$ cat config.mk
export PLATFORM = sky130hd
export DESIGN_NAME = dma_channel
export DESIGN_NICKNAME = d
export VERILOG_FILES = /design/src/rtl/dma_ch_pkg.sv /design/src/rtl/dma_ch_regs.sv /design/src/rtl/dma_ch_side.sv /design/src/rtl/dma_ch_engine.sv /design/src/rtl/dma_channel.sv
export SDC_FILE = /design/constraint.sdc
export NUM_CORES = 1
export LEC_CHECK = 0
export BUFFER_PORTS_ARGS = -buffer_cell sky130_fd_sc_hd__buf_2
export CAP_MARGIN = 25
export CORE_ASPECT_RATIO = 0.6
export CORE_UTILIZATION = 35
export DETAILED_ROUTE_END_ITERATION = 8
export PLACE_DENSITY = 0.53
export SYNTH_ARGS = -nofsm -noshare
export SYNTH_HDL_FRONTEND = slang
export SYNTH_SLANG_ARGS = --single-unit
$ cat constraint.sdc
create_clock -name clk_i -period 4.8 [get_ports clk_i]
set_clock_uncertainty 0.2 [all_clocks]
set_input_delay 1.2 -clock clk_i [delete_from_list [all_inputs] [get_ports clk_i]]
set_output_delay 1.2 -clock clk_i [all_outputs]
set_load 0.01 [all_outputs]
$ cat src/rtl/dma_ch_pkg.sv
package dma_ch_pkg;

  typedef enum logic [1:0] {ST_IDLE, ST_ARM, ST_RD, ST_WR} dma_st_e;

  typedef struct packed {
    logic [1:0] width;
    logic [1:0] burst;
    logic       dev;
  } side_cfg_t;

  localparam logic [2:0] REG_CTRL = 3'd0;
  localparam logic [2:0] REG_SRC  = 3'd1;
  localparam logic [2:0] REG_DST  = 3'd2;
  localparam logic [2:0] REG_CNT  = 3'd3;

  localparam int LOAD_BIT = 31;
  localparam int CONT_BIT = 30;

  function automatic side_cfg_t side_of(input logic [15:0] h);
    side_cfg_t s;
    s.width = (h[10:9] == 2'd3) ? 2'd2 : h[10:9];
    s.burst = (h[8:7] == 2'd3) ? 2'd2 : h[8:7];
    s.dev   = h[5];
    return s;
  endfunction

  function automatic logic [2:0] width_bytes(input logic [1:0] c);
    case (c)
      2'd0:    return 3'd1;
      2'd1:    return 3'd2;
      default: return 3'd4;
    endcase
  endfunction

  function automatic logic [3:0] burst_beats(input logic [1:0] c);
    case (c)
      2'd0:    return 4'd1;
      2'd1:    return 4'd4;
      default: return 4'd8;
    endcase
  endfunction

endpackage

$ cat src/rtl/dma_ch_regs.sv
module dma_ch_regs
  import dma_ch_pkg::*;
#(
  parameter int AW = 32,
  parameter int CW = 24
) (
  input  logic          clk_i,
  input  logic          rst_ni,
  input  logic          we_i,
  input  logic [2:0]    idx_i,
  input  logic [31:0]   wdata_i,
  output logic [31:0]   rdata_o,
  input  logic          busy_i,
  output logic [30:0]   ctrl_o,
  output logic [AW-1:0] src_o,
  output logic [AW-1:0] dst_o,
  output logic [CW-1:0] cnt_o,
  output logic          start_o,
  output logic          abort_o
);

  logic [30:0]   ctrl_q;
  logic [AW-1:0] src_q, dst_q;
  logic [CW-1:0] cnt_q;
  logic          wr_ctrl;

  assign wr_ctrl = we_i && (idx_i == REG_CTRL);
  assign start_o = wr_ctrl && wdata_i[LOAD_BIT] && !busy_i;
  assign abort_o = wr_ctrl && !wdata_i[LOAD_BIT] && busy_i;

  always_ff @(posedge clk_i or negedge rst_ni) begin
    if (!rst_ni) begin
      ctrl_q <= '0;
      src_q  <= '0;
      dst_q  <= '0;
      cnt_q  <= '0;
    end else if (we_i && !busy_i) begin
      case (idx_i)
        REG_CTRL: ctrl_q <= wdata_i[30:0];
        REG_SRC:  src_q  <= wdata_i[AW-1:0];
        REG_DST:  dst_q  <= wdata_i[AW-1:0];
        REG_CNT:  cnt_q  <= wdata_i[CW-1:0];
        default:  ;
      endcase
    end
  end

  always_comb begin
    case (idx_i)
      REG_CTRL: rdata_o = {busy_i, ctrl_q};
      REG_SRC:  rdata_o = 32'(src_q);
      REG_DST:  rdata_o = 32'(dst_q);
      REG_CNT:  rdata_o = 32'(cnt_q);
      default:  rdata_o = '0;
    endcase
  end

  assign ctrl_o = ctrl_q;
  assign src_o  = src_q;
  assign dst_o  = dst_q;
  assign cnt_o  = cnt_q;

endmodule

$ cat src/rtl/dma_ch_side.sv
module dma_ch_side #(
  parameter int AW = 32
) (
  input  logic          clk_i,
  input  logic          rst_ni,
  input  logic          load_i,
  input  logic [AW-1:0] ini_i,
  input  logic          adv_i,
  input  logic          fixed_i,
  input  logic [2:0]    step_i,
  output logic [AW-1:0] addr_o
);

  logic [AW-1:0] addr_q;

  always_ff @(posedge clk_i or negedge rst_ni) begin
    if (!rst_ni)                addr_q <= '0;
    else if (load_i)            addr_q <= ini_i;
    else if (adv_i && !fixed_i) addr_q <= addr_q + AW'(step_i);
  end

  assign addr_o = addr_q;

endmodule

$ cat src/rtl/dma_ch_engine.sv
module dma_ch_engine
  import dma_ch_pkg::*;
#(
  parameter int AW = 32,
  parameter int CW = 24
) (
  input  logic          clk_i,
  input  logic          rst_ni,
  input  logic          start_i,
  input  logic          abort_i,
  input  logic [30:0]   ctrl_i,
  input  logic [AW-1:0] src_ini_i,
  input  logic [AW-1:0] dst_ini_i,
  input  logic [CW-1:0] cnt_ini_i,
  input  logic          dreq_i,
  input  logic          mem_gnt_i,
  input  logic [31:0]   mem_rdata_i,
  output logic          busy_o,
  output logic          done_o,
  output logic          half_o,
  output logic          mem_req_o,
  output logic          mem_we_o,
  output logic [AW-1:0] mem_addr_o,
  output logic [1:0]    mem_size_o,
  output logic [31:0]   mem_wdata_o
);

  localparam int NSIDE = 2;

  dma_st_e       st_q;
  logic [CW-1:0] cnt_q, cnt_nxt, half_thr;
  logic [3:0]    burst_left_q, beats;
  logic [31:0]   data_q;
  side_cfg_t     cfg [NSIDE];
  logic [1:0]    beat_code, burst_code;
  logic [2:0]    step;
  logic          conti, need_dreq, reload, adv, last_gnt;
  logic [AW-1:0] ini  [NSIDE];
  logic [AW-1:0] addr [NSIDE];
  logic          unused_ctrl;

  assign cfg[0] = side_of(ctrl_i[15:0]);
  assign cfg[1] = side_of({1'b0, ctrl_i[30:16]});
  assign conti  = ctrl_i[CONT_BIT];
  assign unused_ctrl = ^{ctrl_i[4:0], ctrl_i[6], ctrl_i[14:11], ctrl_i[20:16], ctrl_i[22], ctrl_i[29:27]};

  assign beat_code  = (cfg[0].width < cfg[1].width) ? cfg[0].width : cfg[1].width;
  assign burst_code = (cfg[0].burst > cfg[1].burst) ? cfg[0].burst : cfg[1].burst;
  assign step       = width_bytes(beat_code);
  assign beats      = burst_beats(burst_code);
  assign need_dreq  = cfg[0].dev || cfg[1].dev;

  assign cnt_nxt  = (cnt_q <= CW'(step)) ? '0 : cnt_q - CW'(step);
  assign half_thr = cnt_ini_i >> 1;
  assign last_gnt = (st_q == ST_WR) && mem_gnt_i;
  assign adv      = last_gnt && !abort_i;
  assign reload   = (st_q == ST_ARM) && (cnt_q == '0) && conti && !abort_i;

  assign ini[0] = src_ini_i;
  assign ini[1] = dst_ini_i;

  for (genvar s = 0; s < NSIDE; s++) begin : g_side
    dma_ch_side #(.AW(AW)) u_side (
      .clk_i   (clk_i),
      .rst_ni  (rst_ni),
      .load_i  (start_i || reload),
      .ini_i   (ini[s]),
      .adv_i   (adv),
      .fixed_i (cfg[s].dev),
      .step_i  (step),
      .addr_o  (addr[s])
    );
  end

  always_ff @(posedge clk_i or negedge rst_ni) begin
    if (!rst_ni) begin
      st_q         <= ST_IDLE;
      cnt_q        <= '0;
      burst_left_q <= '0;
      data_q       <= '0;
      done_o       <= 1'b0;
      half_o       <= 1'b0;
    end else begin
      done_o <= 1'b0;
      half_o <= 1'b0;
      if (abort_i) begin
        st_q <= ST_IDLE;
      end else begin
        case (st_q)
          ST_IDLE: if (start_i) begin
            st_q  <= ST_ARM;
            cnt_q <= cnt_ini_i;
          end
          ST_ARM: begin
            if (cnt_q == '0) begin
              done_o <= 1'b1;
              if (conti) cnt_q <= cnt_ini_i;
              else       st_q  <= ST_IDLE;
            end else if (!need_dreq || dreq_i) begin
              burst_left_q <= beats - 4'd1;
              st_q         <= ST_RD;
            end
          end
          ST_RD: if (mem_gnt_i) begin
            data_q <= mem_rdata_i;
            st_q   <= ST_WR;
          end
          ST_WR: if (mem_gnt_i) begin
            cnt_q <= cnt_nxt;
            if (cnt_q > half_thr && cnt_nxt <= half_thr) half_o <= 1'b1;
            if (cnt_nxt == '0 || burst_left_q == '0) begin
              st_q <= ST_ARM;
            end else begin
              burst_left_q <= burst_left_q - 4'd1;
              st_q         <= ST_RD;
            end
          end
          default: st_q <= ST_IDLE;
        endcase
      end
    end
  end

  assign busy_o      = (st_q != ST_IDLE);
  assign mem_req_o   = (st_q == ST_RD) || (st_q == ST_WR);
  assign mem_we_o    = (st_q == ST_WR);
  assign mem_addr_o  = (st_q == ST_WR) ? addr[1] : addr[0];
  assign mem_size_o  = beat_code;
  assign mem_wdata_o = data_q;

endmodule

$ cat src/rtl/dma_channel.sv
module dma_channel
  import dma_ch_pkg::*;
#(
  parameter int AW = 32,
  parameter int CW = 24
) (
  input  logic          clk_i,
  input  logic          rst_ni,
  input  logic          cfg_we_i,
  input  logic [4:0]    cfg_addr_i,
  input  logic [31:0]   cfg_wdata_i,
  output logic [31:0]   cfg_rdata_o,
  input  logic          dreq_i,
  output logic          mem_req_o,
  output logic          mem_we_o,
  output logic [AW-1:0] mem_addr_o,
  output logic [1:0]    mem_size_o,
  output logic [31:0]   mem_wdata_o,
  input  logic [31:0]   mem_rdata_i,
  input  logic          mem_gnt_i,
  output logic          busy_o,
  output logic          done_o,
  output logic          half_o
);

  logic [30:0]   ctrl;
  logic [AW-1:0] src_ini, dst_ini;
  logic [CW-1:0] cnt_ini;
  logic          start, abort, busy;
  logic [1:0]    unused_addr;

  assign unused_addr = cfg_addr_i[1:0];

  dma_ch_regs #(.AW(AW), .CW(CW)) u_regs (
    .clk_i   (clk_i),
    .rst_ni  (rst_ni),
    .we_i    (cfg_we_i),
    .idx_i   (cfg_addr_i[4:2]),
    .wdata_i (cfg_wdata_i),
    .rdata_o (cfg_rdata_o),
    .busy_i  (busy),
    .ctrl_o  (ctrl),
    .src_o   (src_ini),
    .dst_o   (dst_ini),
    .cnt_o   (cnt_ini),
    .start_o (start),
    .abort_o (abort)
  );

  dma_ch_engine #(.AW(AW), .CW(CW)) u_engine (
    .clk_i       (clk_i),
    .rst_ni      (rst_ni),
    .start_i     (start),
    .abort_i     (abort),
    .ctrl_i      (ctrl),
    .src_ini_i   (src_ini),
    .dst_ini_i   (dst_ini),
    .cnt_ini_i   (cnt_ini),
    .dreq_i      (dreq_i),
    .mem_gnt_i   (mem_gnt_i),
    .mem_rdata_i (mem_rdata_i),
    .busy_o      (busy),
    .done_o      (done_o),
    .half_o      (half_o),
    .mem_req_o   (mem_req_o),
    .mem_we_o    (mem_we_o),
    .mem_addr_o  (mem_addr_o),
    .mem_size_o  (mem_size_o),
    .mem_wdata_o (mem_wdata_o)
  );

  assign busy_o = busy;

endmodule

* Word-level counts from Yosys, hierarchy flattened
Index checks and enable logic that the tools add are counted.
W data, S select, Z words.
** Cells by class
- Multiplexer cells :: 41
- Bitwise gates (word level) :: 1
- $add $sub $neg :: 5
- Order comparisons :: 5
- Reductions and logical operators :: 45
- Equality and inequality tests :: 24
** Operators by type and width (count)
- $mux W32 :: 5
- $pmux W32 S4 :: 1
- $mux W24 :: 5
- $pmux W24 S3 :: 1
- $add A32 B3 Y32 :: 2
- $logic_not A24 Y1 :: 2
- $mux W2 :: 14
- $gt A24 B23 Y1 :: 1
- $le A24 B23 Y1 :: 1
- $le A24 B3 Y1 :: 1
- $sub A24 B3 Y24 :: 1
- $mux W4 :: 4
- $pmux W4 S2 :: 2
- $logic_and A1 B1 Y1 :: 14
- $eq A2 B2 Y1 const B :: 6
- $reduce_and A6 Y1 :: 2
- $ne A2 B2 Y1 const B :: 5
- $ne A4 B3 Y1 const B :: 2
- $pmux W2 S4 :: 1
- $reduce_and A2 Y1 :: 4
- $reduce_bool A2 Y1 :: 4
- $sub A4 B1 Y4 const B :: 2
- $mux W1 :: 7
- $eq A2 B1 Y1 const B :: 3
- 17 further kinds :: 31
** Word-level totals
- Bits in registers :: 247
- Output and inout port bits :: 103
- Word-level logic and storage cells :: 133
- Bits of input ports :: 74

* Depth between registers and ports, before layout
Gate-level depths: netlist of the first run.
- Depth after elaboration :: 14
- Depth in mapped cells :: 22
- Depth with buffers taken out :: 22

* Cells and area by module
From an unflattened synthesis of the first run, not the netlist that was laid out.
** Unflattened totals
- Cells, all modules :: 1425
- Area total of the unflattened synthesis :: 14928.1 µm²
** Modules (own cells, without submodules)
- dma_ch_engine :: cells an instance 620, sequential area each 1601.5 µm², area each 5479.0 µm², times used 1
- dma_ch_regs :: cells an instance 353, sequential area each 2977.9 µm², area each 5425.2 µm², times used 1
- dma_ch_side (u_engine.g_side[1].u_side) :: cells an instance 226, sequential area each 800.8 µm², area each 2039.5 µm², times used 1
- dma_ch_side (u_engine.g_side[0].u_side) :: cells an instance 226, sequential area each 800.8 µm², area each 1984.4 µm², times used 1

* Least setup slack after synthesis of the first run
Ideal clock, no wire load.
- Kind :: register to register
- From :: register u_regs.ctrl_q[10] (netlist: u_regs.ctrl_o[10])
- To :: register u_engine.half_o
- Stages on the path, launching flop included :: 21
- Arrival :: 4.201 ns
- Library setup time :: 0.101 ns
- Setup slack :: 0.298 ns
- Data required time :: 4.499 ns
- Clock period less this slack :: 4.502 ns
- Path through :: dfrtp_1 > clkbuf_1 > ha_1 > a22oi_1 > a21oi_1 > nor2_1 > ha_1 > inv_1 > fa_1 > a211oi_1 > nand2_1 > or3_1 > and2_1 > nor2_1 > ha_1 > nand3_1 > nor2_1 > a2111oi_0 > nand2_1 > o31a_1 > nor4_1
** On the way
- Word-level cells in the longest chain between the ends :: 14
- Elaborated cells between the ends (all ways) :: 16
- Those cells by class :: add/sub: 1; order compare: 3; eq/ne: 2; mux: 8; reduce/logical: 2
** Ends and longest elaborated chain
- from (decl) :: line dma_ch_regs.sv:22 : logic [30:0] ctrl_q;
- from (signal assigned) :: line dma_ch_regs.sv:39 : REG_CTRL: ctrl_q <= wdata_i[30:0];
- $eq A2 B2 Y1 :: line dma_ch_pkg.sv:21 : s.width = (h[10:9] == 2'd3) ? 2'd2 : h[10:9];
- $mux W2 (*) :: line dma_ch_pkg.sv:21
- $lt A2 B2 Y1 :: line dma_ch_engine.sv:47 : assign beat_code = (cfg[0].width < cfg[1].width) ? cfg[0].width : cfg[1].width;
- $mux W2 (*) :: line dma_ch_engine.sv:47
- net mem_size_o[0] :: line dma_channel.sv:17 : output logic [1:0] mem_size_o,
- $eq A2 B1 Y1 or $logic_not A2 Y1 (tied branches) :: line dma_ch_pkg.sv:28 : case (c)
- $pmux W3 S2 (*) :: line dma_ch_pkg.sv:28
- $sub A24 B3 Y24 or $le A24 B3 Y1 (tied branches) :: line dma_ch_engine.sv:53 : assign cnt_nxt = (cnt_q <= CW'(step)) ? '0 : cnt_q - CW'(step);
- $mux W24 (*) :: line dma_ch_engine.sv:53
- $le A24 B23 Y1 (*) :: line dma_ch_engine.sv:110 : if (cnt_q > half_thr && cnt_nxt <= half_thr) half_o <= 1'b1;
- $logic_and A1 B1 Y1 (*) :: line dma_ch_engine.sv:110
- $mux W1 (*) :: line dma_ch_engine.sv:110
- $mux W1 (*) :: line dma_ch_engine.sv:108 : ST_WR: if (mem_gnt_i) begin
- $mux W1 (*) :: line dma_ch_engine.sv:89 : case (st_q)
- $mux W1 (*) :: line dma_ch_engine.sv:86 : if (abort_i) begin
- to (signal assigned) :: line dma_ch_engine.sv:82 : half_o <= 1'b0;
- to (signal assigned) :: line dma_ch_engine.sv:85 : half_o <= 1'b0;
- to (signal assigned) :: line dma_ch_engine.sv:110
- to (decl) :: line dma_ch_engine.sv:20 : output logic half_o,
Mark *: on every way through the listed nets, which the timed path passes. The rest lies on a longest branch.
A chain may end at the register's enable or synchronous reset.

* Worst setup path after layout of the first run
- From :: register u_regs.ctrl_q[10] (netlist: u_regs.ctrl_o[10])
- To :: register u_engine.half_o
** On the way
- Word-level cells in the longest chain between the ends :: 14
- Elaborated cells between the ends (all ways) :: 16
- Those cells by class :: add/sub: 1; order compare: 3; eq/ne: 2; mux: 8; reduce/logical: 2
** Ends and longest elaborated chain (line)
- $eq A2 B2 Y1 :: dma_ch_pkg.sv:21
- $mux W2 (*) :: dma_ch_pkg.sv:21
- $lt A2 B2 Y1 :: dma_ch_engine.sv:47
- $mux W2 (*) :: dma_ch_engine.sv:47
- $eq A2 B1 Y1 or $logic_not A2 Y1 (tied branches) :: dma_ch_pkg.sv:28
- $pmux W3 S2 (*) :: dma_ch_pkg.sv:28
- $sub A24 B3 Y24 or $le A24 B3 Y1 (tied branches) :: dma_ch_engine.sv:53
- $mux W24 (*) :: dma_ch_engine.sv:53
- $le A24 B23 Y1 (*) :: dma_ch_engine.sv:110
- $logic_and A1 B1 Y1 (*) :: dma_ch_engine.sv:110
- $mux W1 (*) :: dma_ch_engine.sv:110
- $mux W1 (*) :: dma_ch_engine.sv:108
- $mux W1 (*) :: dma_ch_engine.sv:89
- $mux W1 (*) :: dma_ch_engine.sv:86
Every way passes the cells marked *; elsewhere a longest branch is shown, timed or not.

==> results of run 1 <==
## layout make-up
type                    count  area, um^2
repair buffers            225        1331
clock inverters            11       156.4
well taps                 522       653.1
clock buffers              37       772.0
diodes                      1       2.502
inverters                  47       176.4
flip-flops and latches    247        6181
multi-input cells        1044        7555
fillers                  3843       22550
## cells in the mapped netlist (4+ instances only)
| cell type | count | area, um^2 |
|---|---|---|
| a211oi_1 | 4 | 30.03 |
| a21o_1 | 13 | 97.59 |
| a21oi_1 | 36 | 180.2 |
| a22oi_1 | 49 | 367.9 |
| a31oi_1 | 4 | 25.02 |
| and3_1 | 24 | 150.1 |
| and4_1 | 7 | 61.31 |
| buf_1 | 17 | 63.81 |
| buf_2 | 6 | 30.03 |
| clkbuf_1 | 52 | 195.2 |
| dfrtp_1 | 247 | 6181 |
| ha_1 | 65 | 813.3 |
| inv_1 | 47 | 176.4 |
| mux2_2 | 155 | 1745 |
| mux2i_1 | 29 | 290.3 |
| nand2_1 | 185 | 694.4 |
| nand3_1 | 31 | 155.2 |
| nand3b_1 | 4 | 30.03 |
| nand4_1 | 20 | 125.1 |
| nor2_1 | 77 | 289.0 |
| nor2b_1 | 12 | 75.07 |
| nor3_1 | 25 | 125.1 |
| nor3b_1 | 8 | 60.06 |
| nor4_1 | 17 | 106.4 |
| o21a_1 | 5 | 37.54 |
| o21ai_0 | 42 | 210.2 |
| o21ai_1 | 87 | 435.4 |
| o31a_1 | 4 | 35.03 |
| or3_1 | 7 | 43.79 |
| xnor2_1 | 43 | 376.6 |
| xor2_1 | 32 | 280.3 |
## power breakdown
part	internal, mW	switching, mW
Sequential	3.03	1.01
Combinational	2.34	2.76
Clock	1.29	0.915
Total	6.66	4.68
## sequential cells by signal (all words and copies together) (netlist names)
signal / cells
u_engine.g_side.u_side.addr_o: 64
u_engine.mem_wdata_o: 32
u_regs.dst_o: 32
u_regs.src_o: 32
u_regs.ctrl_o: 31
u_engine.cnt_q: 24
u_regs.cnt_o: 24
u_engine.burst_left_q: 4
u_engine.st_q: 2
u_engine.done_o: 1
u_engine.half_o: 1
## kinds of logic (layout without fill, tap and decap cells)
logic type,Yosys count,in the layout
AO/OA/AOI/OAI,270,270
XOR/XNOR,75,75
multiplexers,185,185
buffers and inverters,123,320
AND/OR/NAND/NOR,446,446
adder cells (fa/ha/maj),68,68
other,0,1
flip-flops,247,247
## final timing paths
kind | startpoint | to | slack [ns] | depth (start not counted)
hold reg to reg | u_engine.mem_wdata_o[7]$_DFFE_PN0P_ | u_engine.mem_wdata_o[7]$_DFFE_PN0P_ | 0.30 | 1
hold / removal | u_engine.mem_wdata_o[7]$_DFFE_PN0P_ | u_engine.mem_wdata_o[7]$_DFFE_PN0P_ | 0.30 | 1
setup / recovery | u_regs.ctrl_o[10]$_DFFE_PN0P_ | u_engine.half_o$_DFF_PN0_ | 0.19 | 22
max in group asynchronous | rst_ni | u_regs.src_o[26]$_DFFE_PN0P_ | 2.92 | 2
min in group asynchronous | rst_ni | u_regs.ctrl_o[13]$_DFFE_PN0P_ | 0.38 | 1
setup reg to reg | u_regs.ctrl_o[10]$_DFFE_PN0P_ | u_engine.half_o$_DFF_PN0_ | 0.19 | 22
## routing by layer
metal / share of wire / track usage / wire (um) / vias up
met5: 0 / 0 / 0 / -
met4: 0.013 / 0.03571 / 567 / 0
met3: 0.071 / 0.03382 / 3144 / 38
met2: 0.40 / 0.2999 / 17930 / 355
met1: 0.51 / 0.3483 / 22920 / 5733
li1: - / - / - / 5396
## worst register-to-register path: stages (launching register included)
cell	delay [ns]
dfrtp_1	0.41
ha_1	0.32
a22oi_2	0.20
a21oi_2	0.06
nor2_2	0.16
ha_2	0.20
inv_1	0.06
fa_2	0.36
buf_4	0.16
a21oi_1	0.11
a31oi_1	0.08
nor4b_4	0.36
buf_4	0.19
buf_12	0.13
nor2_1	0.06
ha_1	0.30
a21o_1	0.18
a21oi_1	0.14
nor2b_1	0.07
o211ai_1	0.17
a311oi_1	0.13
o31a_1	0.27
nor4_2	0.21
## per-stage QoR
stage	TNS (ns)	hold WS, ns	instance area (um^2)	util
floorplan	0	0.2732	14110	-
global placement	0	0.2854	15790	0.4010
detailed placement	-0.04172	0.2899	15790	0.4010
CTS	0	0.3038	16720	0.4247
global route	0	0.3160	16820	0.4273
finish	0	0.3013	16830	0.4273
## timing repair
item / in CTS / in global routing
resized for setup: 1 / 14
setup endpoints to repair: 1 / 1
pin swaps: 0 / 5
setup buffers: 0 / 4
gates cloned: 0 / 1
==> out/qor.csv, run 1 <==
metric,value,unit
pre_cts_slack,-0.04172,ns
finalPower,11.35,mW
period_share,0.9606,
post_synth.cell_area_avg,9.978,um^2
slowest_delay,0.41,ns
end_kind,register,
ant_nets,0,
drive_above_1_share,0.2874,
drc,14,
synthAdderAreaFrac,0.06190,
overflow,0,
routed_wl,44.56,mm
clockBufferDepth,3,
critPathSlowestCell,dfrtp_1,
power.leakage,7.579,nW
grt_pass1_wl,67.95,mm
placed_cells,2080,
clk_latency,0.56,ns
hold_viol_final,0,
synth_nets,1556,
cp-start-kind,register,
root_buffer,clkbuf_16,
synth-edff-count,0,
synth-xor-area-share,0.04656,
numCtsBuffers,26,
fin_crit,4.611,ns
port_buffers,174,
powerDensity,674.4,nW/um^2
cts_tree,yes,
synth-simple-area-share,0.1565,
violations,DRC,
tightest_slew,0.9519,ns
drv_cap,0,
slew_headroom,0.3619,
first_pass_iters,9,
peakVddDrop,0.0002922,V
start_util,0.3583,
stdcell_count,2134,
rsz0062_at_grt,false,
grt_start_max_net_pins,99,
final_cell_mix,"dfrtp_1 (247), nand2_1 (185), buf_2 (173)",
finalNetCount,1733,
core-area,39380,um^2
path_buf_inv,4,
numClockSinks,247,
outcome,"finished, violations left",
cp_cell_sequence,ha_1 -> a22oi_2 -> a21oi_2 -> nor2_2 -> ha_2 -> inv_1 -> fa_2 -> buf_4 -> a21oi_1 -> a31oi_1 -> nor4b_4 -> buf_4 -> buf_12 -> nor2_1 -> ha_1 -> a21o_1 -> a21oi_1 -> nor2b_1 -> o211ai_1 -> a311oi_1 -> o31a_1 -> nor4_2,
netlist_area,14110,um^2
crit_path_max_fanout,10,
first_iter_violations,931,
crit_type,register to register,
cts_hold_buf,0,
area.growth.synth_to_final,19.27,%
num_vias,11522,
holdCritPathClass,register to register,
grt_pass1_vias,11137,
ys_types,69,
cp.arrival,4.87,ns
num_io_pins,177,
ys_seq_area_frac,0.4381,
ys_async_sr_fraction,1.000,
place.gp.congestion,0.9084,
num_rows,56,
path_clk_slew,0.07,ns
yosys_warnings,0,
setup_viol,0,
layout_setup_ws,0.1890,ns
crit_family,compound AO/OA/AOI/OAI gates,
antenna_found_initial,0,
synth_top_family_by_area,simple AND/OR/NAND/NOR gates,
synth-compound-area-share,0.1183,
routed_via_density,5.399,
synthFlopType,dfrtp_1,
drv_slew,0,
syn_inst,1414,
track_usage,0.2163,
route.detailed.wl_per_inst,20.88,um
die_x,261.2,um
ys_ff_latch,247,
layout_commonest_cell,dfrtp_1,
die_h,157.5,um
post-dp-hpwl,33.30,mm
fmax,216.9,MHz
worstPathRequired,5.06,ns
synthMuxAreaShare,0.1451,
htree_levels,1,
die_area,41140,um^2
(Power assumes the default switching activity.)
==> inputs of run 2 (changes only) <==
Settings changed: PLACE_DENSITY 0.53 to 0.56.
==> run 2 against run 1 <==
Compared with the run above:
- the flow still finishes with violations (DRC)
- worst setup slack got worse by 0.057 ns
- sequential power barely moved
- total power rose by 0.54%
- die area did not move
- via count rose by 0.82%
- global-route usage fell by 0.50 points
- maximum frequency fell by 1.2%
- highest routed layer unchanged
==> out/qor.csv, run 2 (synthesis results as in run 1) <==
metric,value,unit,change
crit_type,register to register,,
power.leakage,7.627,nW,+0.63%
critPathSlowestCell,nor4b_4,,
p_comb_frac,0.449,,about the same
die_h,157.5,um,unchanged
p_switching,4.672,mW,-0.27%
grt_pass1_wl,66.61,mm,-2.0%
fmax,214.2,MHz,-1.2%
drive_above_1_share,0.2938,,+0.006428
port_buffers,174,,unchanged
tightest_slew,1.058,ns,+0.1061 ns
p_int,6.738,mW,+1.1%
num_rows,56,,unchanged
cp_cell_sequence,ha_1 -> a22oi_2 -> a21oi_1 -> nor2_1 -> ha_2 -> inv_1 -> fa_2 -> buf_4 -> a21oi_2 -> a31oi_2 -> nor4b_4 -> buf_4 -> nor2_1 -> ha_1 -> nand2_1 -> nor2_2 -> nand2_1 -> nor3_2 -> a21boi_0 -> o31a_1 -> nor4_2,,
worstPathRequired,5.01,ns,-0.05 ns
num_io_pins,177,,unchanged
root_buffer,clkbuf_16,,
routed_wl,43.99,mm,-1.3%
period_share,0.9724,,+0.01179
drc,8,,-6
area.growth.synth_to_final,19.69,%,
core-area,39380,um^2,unchanged
crit_family,simple AND/OR/NAND/NOR gates,,
path_buf_inv,3,,-1
drv_cap,0,,unchanged
end_kind,register,,
cp.arrival,4.88,ns,about the same
slowest_delay,0.41,ns,about the same
fillers,3827,,-0.42%
overflow,0,,unchanged
first_pass_iters,9,,unchanged
clockBufferDepth,3,,unchanged
seq_power_share,0.357,,about the same
post-dp-hpwl,33.04,mm,-0.75%
violations,DRC,,
place.gp.congestion,0.9611,,+5.8%
die_area,41140,um^2,unchanged
powerDensity,675.7,nW/um^2,+0.19%
grt_start_max_net_pins,95,,-4.0%
numCtsBuffers,25,,-3.8%
outcome,"finished, violations left",,
num_vias,11616,,+0.82%
setup_viol,0,,unchanged
holdCritPathClass,register to register,,
crit_path_max_fanout,5,,-5
first_iter_violations,975,,+4.7%
final_core_util,0.4288,,+0.001494
finalNetCount,1743,,+0.58%
peakVddDrop,0.0002677,V,-8.4%
htree_levels,1,,unchanged
drv_slew,0,,unchanged
layout_commonest_cell,dfrtp_1,,
route.detailed.wl_per_inst,20.53,um,-1.7%
clk_latency,0.55,ns,about the same
fin_crit,4.668,ns,+0.05658 ns
routed_via_density,5.420,,+0.39%
switching_share,0.4095,,-0.003300
cts_tree,yes,,
clockPowerShare,0.194,,about the same
final_cell_mix,"dfrtp_1 (247), nand2_1 (184), buf_2 (173)",,
stdcell_count,2143,,+0.42%
die_x,261.2,um,unchanged
path_clk_slew,0.06,ns,about the same
cts_hold_buf,0,,unchanged
grt_pass1_vias,11059,,-0.70%
hold_viol_final,0,,unchanged
numClockSinks,247,,unchanged
largest_register_ffs,64,,unchanged
track_usage,0.2114,,-0.004954
ant_nets,0,,unchanged
antenna_found_initial,1,,+1
slew_headroom,0.2947,,-0.06724
placed_cells,2085,,+0.24%
start_util,0.3583,,unchanged
cp-start-kind,register,,
==> run 2: cell types whose count changed in the layout (fill, tap and decap cells not counted), sizes merged <==
cell	delta
buf	+12
clkbuf	-4
clkinvlp	-2
clkinv	+1
bufinv	+2
==> run 2: per-layer routing <==
metal,global-route usage,vias to the layer above,share of wire
li1,-,5409,-
met1,0.3351,5765,0.51
met2,0.2918,390,0.40
met3,0.04010,52,0.075
met4,0.03959,0,0.017
met5,0,-,0
==> run 2: area by class of cell <==
type / instances / area [um^2] / share of cell area
Tap cell: 522 / 653.1 / 0.03868
Sequential cell: 247 / 6181 / 0.3660
Clock inverter: 12 / 198.9 / 0.01178
Multi-Input combinational cell: 1044 / 7580 / 0.4489
Clock buffer: 34 / 719.4 / 0.04261
Timing Repair Buffer: 236 / 1375 / 0.08143
Antenna cell: 1 / 2.502 / 0.0001482
Inverter: 47 / 176.4 / 0.01045
==> run 2: path summary, 6_finish.rpt <==
| check | start | endpoint | depth (start not counted) | slack (ns) |
|---|---|---|---|---|
| min in group asynchronous | rst_ni | u_regs.ctrl_o[13]$_DFFE_PN0P_ | 1 | 0.46 |
| max in group asynchronous | rst_ni | u_engine.mem_wdata_o[27]$_DFFE_PN0P_ | 2 | 2.95 |
| hold / removal | u_engine.mem_wdata_o[13]$_DFFE_PN0P_ | u_engine.mem_wdata_o[13]$_DFFE_PN0P_ | 1 | 0.30 |
| hold reg to reg | u_engine.mem_wdata_o[13]$_DFFE_PN0P_ | u_engine.mem_wdata_o[13]$_DFFE_PN0P_ | 1 | 0.30 |
| setup reg to reg | u_regs.ctrl_o[10]$_DFFE_PN0P_ | u_engine.half_o$_DFF_PN0_ | 21 | 0.13 |
| setup / recovery | u_regs.ctrl_o[10]$_DFFE_PN0P_ | u_engine.half_o$_DFF_PN0_ | 21 | 0.13 |
==> run 2: worst reg2reg max path, cell delays in order, from the launching register on <==
cell	delay [ns]
dfrtp_1	0.40
ha_1	0.32
a22oi_2	0.19
a21oi_1	0.07
nor2_1	0.21
ha_2	0.23
inv_1	0.05
fa_2	0.35
buf_4	0.16
a21oi_2	0.13
a31oi_2	0.07
nor4b_4	0.41
buf_4	0.21
nor2_1	0.08
ha_1	0.31
nand2_1	0.06
nor2_2	0.17
nand2_1	0.19
nor3_2	0.27
a21boi_0	0.23
o31a_1	0.18
nor4_2	0.04
==> run 2: repair_timing <==
item / CTS / global route
cloned: 0 / 1
setup endpoints to repair: 1 / 1
pin swaps: 0 / 11
resized for setup: 3 / 18
buffers inserted: 0 / 10
==> run 2: stage by stage <==
step                      area (um^2)  hold WS (ns)  setup WS, ns   TNS (ns)  total power, mW
after floorplan                 14110        0.2732        0.2980          0            7.131
after global placement          15810        0.2850     -0.007760  -0.007760            8.854
after detailed placement        15810        0.2919       -0.1660    -0.1660            9.007
after CTS                       16740        0.3067       0.03452          0            11.27
after global routing            16890        0.3158      -0.01745   -0.01745            12.23
final                           16890        0.3029        0.1324          0            11.41
==> run 2: power groups by stage <==
| stage | combinational (mW) | clock [mW] | sequential [mW] |
|---|---|---|---|
| 2_1_floorplan | 3.36 | 0 | 3.77 |
| 3_3_place_gp | 4.81 | 0 | 4.05 |
| 3_5_place_dp | 4.93 | 0 | 4.07 |
| 4_1_cts | 4.97 | 2.25 | 4.05 |
| 5_1_grt | 5.69 | 2.33 | 4.21 |
| 6_report | 5.13 | 2.21 | 4.07 |
